`config.mk`:
```
export PLATFORM = sky130hd
export DESIGN_NAME = circ_index_unit
export DESIGN_NICKNAME = d
export VERILOG_FILES = /design/src/rtl/circ_idx_pkg.sv /design/src/rtl/circ_idx_ctrl.sv /design/src/rtl/circ_idx_next.sv /design/src/rtl/circ_idx_datapath.sv /design/src/rtl/circ_index_unit.sv
export SDC_FILE = /design/constraint.sdc
export NUM_CORES = 1
export LEC_CHECK = 0
export BUFFER_PORTS_ARGS = -buffer_cell sky130_fd_sc_hd__buf_4
export CORE_MARGIN = 1
export CORE_UTILIZATION = 52
export CTS_CLUSTER_DIAMETER = 50
export CTS_CLUSTER_SIZE = 30
export DETAILED_ROUTE_END_ITERATION = 12
export HOLD_SLACK_MARGIN = 0.03
export PLACE_DENSITY = 0.8
export RECOVER_POWER = 100
export SYNTH_ARGS = -nofsm -noshare
export SYNTH_HDL_FRONTEND = slang
export SYNTH_SLANG_ARGS = --single-unit
```
`constraint.sdc`:
```
create_clock -name clk -period 4.7 [get_ports clk]
set_clock_uncertainty 0.05 [all_clocks]
set_input_delay 0.47 -clock clk [delete_from_list [all_inputs] [get_ports clk]]
set_output_delay 0.47 -clock clk [all_outputs]
set_load 0.01 [all_outputs]
```
`src/rtl/circ_idx_pkg.sv`:
```
package circ_idx_pkg;
  localparam int IDX_W  = 16;
  localparam int WORD_W = 2 * IDX_W;

  typedef struct packed {
    logic doLoad;
    logic doStep;
  } ctrlStrobes_t;
endpackage

```
`src/rtl/circ_idx_ctrl.sv`:
```
module circ_idx_ctrl
  import circ_idx_pkg::*;
(
  input  logic         loadEn,
  input  logic         stepEn,
  output ctrlStrobes_t strobes
);
  // Load has priority: a simultaneous step request is dropped.
  always_comb begin
    strobes.doLoad = loadEn;
    strobes.doStep = stepEn & ~loadEn;
  end
endmodule

```
`src/rtl/circ_idx_next.sv`:
```
module circ_idx_next #(
  parameter int IDX_W = 16
) (
  input  logic [IDX_W-1:0] curIdx,
  input  logic [IDX_W-1:0] stepVal,
  input  logic [IDX_W-1:0] maxIdx,
  output logic [IDX_W-1:0] nextIdx
);
  // Two guard bits: one for carry past the top, one for the sign.
  localparam int SUM_W = IDX_W + 2;

  logic signed [SUM_W-1:0] idxExt;
  logic signed [SUM_W-1:0] stepExt;
  logic signed [SUM_W-1:0] maxExt;
  logic signed [SUM_W-1:0] rawSum;
  logic stepPos;
  logic stepNeg;
  logic overMax;
  logic underZero;

  always_comb begin
    idxExt    = signed'({2'b00, curIdx});
    stepExt   = signed'({{2{stepVal[IDX_W-1]}}, stepVal});
    maxExt    = signed'({2'b00, maxIdx});
    rawSum    = idxExt + stepExt;
    stepNeg   = stepVal[IDX_W-1];
    stepPos   = ~stepVal[IDX_W-1] & (|stepVal);
    overMax   = rawSum > maxExt;
    underZero = rawSum[SUM_W-1];
    if (stepPos && overMax)
      nextIdx = '0;
    else if (stepNeg && underZero)
      nextIdx = maxIdx;
    else
      nextIdx = rawSum[IDX_W-1:0];
  end
endmodule

```
`src/rtl/circ_idx_datapath.sv`:
```
module circ_idx_datapath
  import circ_idx_pkg::*;
#(
  parameter int IW = IDX_W,
  parameter int WW = WORD_W
) (
  input  logic          clk,
  input  logic          rstN,
  input  ctrlStrobes_t  strobes,
  input  logic [WW-1:0] ctrlIn,
  input  logic [IW-1:0] maxIn,
  output logic [WW-1:0] ctrlOut
);
  logic [WW-1:0] ctrlReg;
  logic [IW-1:0] maxReg;
  logic [IW-1:0] nextIdx;
  logic [IW-1:0] curIdx;
  logic [IW-1:0] curStep;

  assign curIdx  = ctrlReg[IW-1:0];
  assign curStep = ctrlReg[WW-1:IW];

  circ_idx_next #(.IDX_W(IW)) u_next (
    .curIdx  (curIdx),
    .stepVal (curStep),
    .maxIdx  (maxReg),
    .nextIdx (nextIdx)
  );

  always_ff @(posedge clk or negedge rstN) begin
    if (!rstN) begin
      ctrlReg <= '0;
      maxReg  <= '0;
    end else if (strobes.doLoad) begin
      ctrlReg <= ctrlIn;
      maxReg  <= maxIn;
    end else if (strobes.doStep) begin
      ctrlReg <= {curStep, nextIdx};
    end
  end

  assign ctrlOut = ctrlReg;

  assert_load_capture_R2: assert property (@(posedge clk) disable iff (!rstN)
    strobes.doLoad |=> (ctrlReg == $past(ctrlIn)) && (maxReg == $past(maxIn)));

  assert_idle_hold_R3: assert property (@(posedge clk) disable iff (!rstN)
    (!strobes.doLoad && !strobes.doStep) |=> $stable(ctrlReg) && $stable(maxReg));

  assert_step_kept_R7: assert property (@(posedge clk) disable iff (!rstN)
    strobes.doStep |=> ctrlReg[WW-1:IW] == $past(ctrlReg[WW-1:IW]));

  assert_fwd_move_R5: assert property (@(posedge clk) disable iff (!rstN)
    (strobes.doStep && !ctrlReg[WW-1] && (|ctrlReg[WW-1:IW]))
      |=> (ctrlReg[IW-1:0] == '0) || (ctrlReg[IW-1:0] > $past(ctrlReg[IW-1:0])));

  assert_back_move_R6: assert property (@(posedge clk) disable iff (!rstN)
    (strobes.doStep && ctrlReg[WW-1])
      |=> (ctrlReg[IW-1:0] == $past(maxReg)) || (ctrlReg[IW-1:0] < $past(ctrlReg[IW-1:0])));

  assert_zero_step_R8: assert property (@(posedge clk) disable iff (!rstN)
    (strobes.doStep && (ctrlReg[WW-1:IW] == '0)) |=> $stable(ctrlReg));
endmodule

```
`src/rtl/circ_index_unit.sv`:
```
module circ_index_unit
  import circ_idx_pkg::*;
(
  input  logic              clk,
  input  logic              rstN,
  input  logic              loadEn,
  input  logic [WORD_W-1:0] ctrlIn,
  input  logic [WORD_W-1:0] limitIn,
  input  logic              stepEn,
  output logic [WORD_W-1:0] ctrlOut
);
  ctrlStrobes_t strobes;

  circ_idx_ctrl u_ctrl (
    .loadEn  (loadEn),
    .stepEn  (stepEn),
    .strobes (strobes)
  );

  circ_idx_datapath #(.IW(IDX_W), .WW(WORD_W)) u_dp (
    .clk     (clk),
    .rstN    (rstN),
    .strobes (strobes),
    .ctrlIn  (ctrlIn),
    .maxIn   (limitIn[IDX_W-1:0]),
    .ctrlOut (ctrlOut)
  );
endmodule

```
==> run summary <==
Placement Setup Slack: 489 ps
Via count of the first global-routing pass: 2833
Worst min path class: primary input to flip-flop
Root Buffer: clkbuf_8
Vias per cell: 5.70
Failing checks: capacitance limit, slew limit
Core region area: 6060 um2
Crit. path cell count: 15
P_leak: 1.82 nW
Grt ovf: 0
Mux contribution to synthesized area: 9.18%
Hold-fix buffers, CTS: 0
Final total power: 1.58 mW
Clock sinks: 48
FF+latch count, synth: 48
Rows: 28
Buffer depth of the longest clock path: 2
Int Power: 930 uW
Placed Instances: 506
Die H: 82.3 um
Post-synthesis compound-gate area fraction: 19.9%
Outcome: complete, but fails checks
Initial antenna violation count: 0
Synth top area cells: dfrtp_1 36%, ha_1 13%, mux2_2 7.4%
Share of layout cells above drive strength 1: 18.6%
F_max: 0.232 GHz
Critical Path Source Type: flip-flop
Layout overhead on the synthesized area: 17.7%
Setup bufs post-CTS: 0
Crit path max-delay family: compound AO/OA/AOI/OAI gates
Power share of the clock group: 14.2%
DRT Pass-1 Iters: 4
Die span in x: 82.3 um
Post-synthesis sequential area ratio: 35.8%
Critical Setup Path Class: flip-flop to flip-flop
Setup TNS: 0 ps
Starting Density: 55.3%
Worst Path Buf+Inv: 1
WL per Instance: 16.6 um
Area of the multi-input gates: 1990 um2
Slew @ Worst Pin: 2940 ps
Sequential cell area: 1200 um2
Final setup vio count: 0
Share of Yosys cell area claimed by the top area cell type: 35.8%
Sequential share of power: 32.8%
Slew Limit Fails: 126
Simple logic cell fraction of the synthesized area: 14.4%
Pin count of the biggest net entering global routing: 77
Synth Instances: 360
YS warnings: 0
PortBufs: 83
Ant. Diodes: 0
MaxCap Viol Count: 2
Share of power burned in combinational logic: 53.0%
Drt total wl: 8.47 mm
NetSw: 648 uW
Commonest cells after routing, fill and taps aside: 49 x buf_4, 48 x dfrtp_1
Synth cell types: 45
Post-CTS resize count: 0
Global-route wire length before repair: 13.4 mm
Crit path DAT: 4450 ps
Critical-path cell list: ha_1, inv_1, fa_1, nand2b_1, a21oi_1, o21ai_0, xnor2_1, ha_1, o21ai_0, nor2_1, a2111o_1, a2111oi_2, o21a_1, nand3b_4, o31ai_1
Post-synth top area cell: dfrtp_1
Crit-path max cell delay: 420 ps
Minimum clock period: 4300 ps
Worst setup EP type: flip-flop
Number of H-tree levels: 2
Syn avg cell area: 9.31 um2
Total GRT Usage: 26.6%
Final Cycle Share: 91.6%
Async S/R FF share, synth: 100%
GP Congestion: 0.867
DP HPWL: 6.57 mm
Post-synth top flop: dfrtp_1
CP max-delay cell: dfrtp_1
Post-Synth Adder-Cell Area: 13.3%
Antenna Nets Post-Route: 0
WHS Path Cells: 3
Die Area: 6770 um2
Mapped cell area: 3350 um2
Drt drc: 0
Max-slew headroom: -96.1%
Worst-skew pair later-pin latency: 300 ps
Initial drt markers: 183
CP Max Fanout: 9
Hold WS: 327 ps
Sw Share: 41.1%
DR vias: 2915
Synthesized Nets: 463
Xor/xnor share of the synthesized area: 2.87%
CTS buffer count: 5
Main combinational cell family by area after synthesis: compound AO/OA/AOI/OAI gates
FF-to-FF path depth: 15
Power Dens Cells: 400 nW/um2
Number of fill cells: 550
RSZ-0062 raised after global routing: false
Final #Nets: 541
Most common cell after layout, fill and taps aside: buf_4
Layout Cells excl Fill: 511
Worst endpoint required time: 4850 ps
Post-synth EDFFs: 0
VDD IR max: 0.240 mV
CTS tree: built
Final worst setup slack: 396 ps
Ports: 100
Clock transition at path regs: 80 ps
Final hold violations: 0
metrics by stage:
step | utilization (%) | cell area [um2]
finish | 65.1 | 3940
global route | 65.1 | 3940
CTS | 67.4 | 4090
detailed placement | 66.3 | 4020
global placement | 66.3 | 4020
floorplan | - | 3350
sequential cells by signal (all words and copies together), names as in the netlist:
name	cells
u_dp.maxReg	16
u_dp.ctrlOut	32
worst register-to-register path: stages (launching register included):
cell	delay, ps
dfrtp_1	420
ha_1	220
inv_1	60
fa_1	400
nand2b_1	200
a21oi_1	220
o21ai_0	180
xnor2_1	310
ha_1	310
o21ai_0	150
nor2_1	60
a2111o_1	400
a2111oi_2	400
o21a_1	370
nand3b_4	170
o31ai_1	290
cells in the mapped netlist (all sizes together) (2+ instances only):
cell type / instances
dfrtp: 48
o21ai: 35
a21oi: 34
ha: 34
nand2: 27
inv: 26
mux2: 22
nor2: 15
nor2b: 11
clkbuf: 10
nor3: 10
a21o: 9
xnor2: 8
nand3: 7
a22oi: 6
mux2i: 6
nand3b: 6
nand2b: 5
o211ai: 5
a211oi: 4
nand4: 4
nor4: 4
xor2: 3
and2: 2
buf: 2
o21a: 2
o31ai: 2
power groups by stage:
stage                     registers, mW  logic, mW  clock network, mW
after detailed placement          0.527      0.857                  0
final                             0.518      0.836              0.224
after global placement            0.524      0.827                  0
after CTS                         0.518      0.867              0.229
after global routing              0.525      0.943              0.249
after floorplan                   0.529      0.588                  0
path summary, 6_finish.rpt:
check                                       from               end  slack (ps)
worst max-delay path            u_dp.ctrlOut[16]  u_dp.ctrlOut[15]         400
worst min-delay path                 limitIn[11]   u_dp.maxReg[11]         330
worst max register to register  u_dp.ctrlOut[16]  u_dp.ctrlOut[15]         400
worst min register to register    u_dp.maxReg[9]    u_dp.maxReg[9]         510
max in group asynchronous                   rstN  u_dp.ctrlOut[22]        2210
min in group asynchronous                   rstN   u_dp.ctrlOut[7]         930
layout make-up:
type,count,share of cell area [%]
clock buffer,5,1.74
inverter,26,2.47
multi-input combinational,274,50.4
sequential,48,30.5
tap,75,2.38
timing repair buffer,83,12.6
routing by layer:
metal	global-route usage [%]	part of all wire (%)	vias up	routed length [um]
met5	0	0	-	0
met4	9.30	1.9	0	165
met3	4.51	4.9	13	418
met2	43.1	47	79	4010
met1	35.6	46	1374	3870
li1	-	-	1449	-
cells by family (layout without fill, tap and decap cells):
kind of cell	after synthesis	after routing
flip-flops	48	48
XOR/XNOR	11	11
AND/OR/NAND/NOR	94	94
multiplexers	28	28
adder cells (fa/ha/maj)	35	35
buffers and inverters	38	114
AO/OA/AOI/OAI	106	106
No activity file was read; power rests on OpenSTA's default activity.
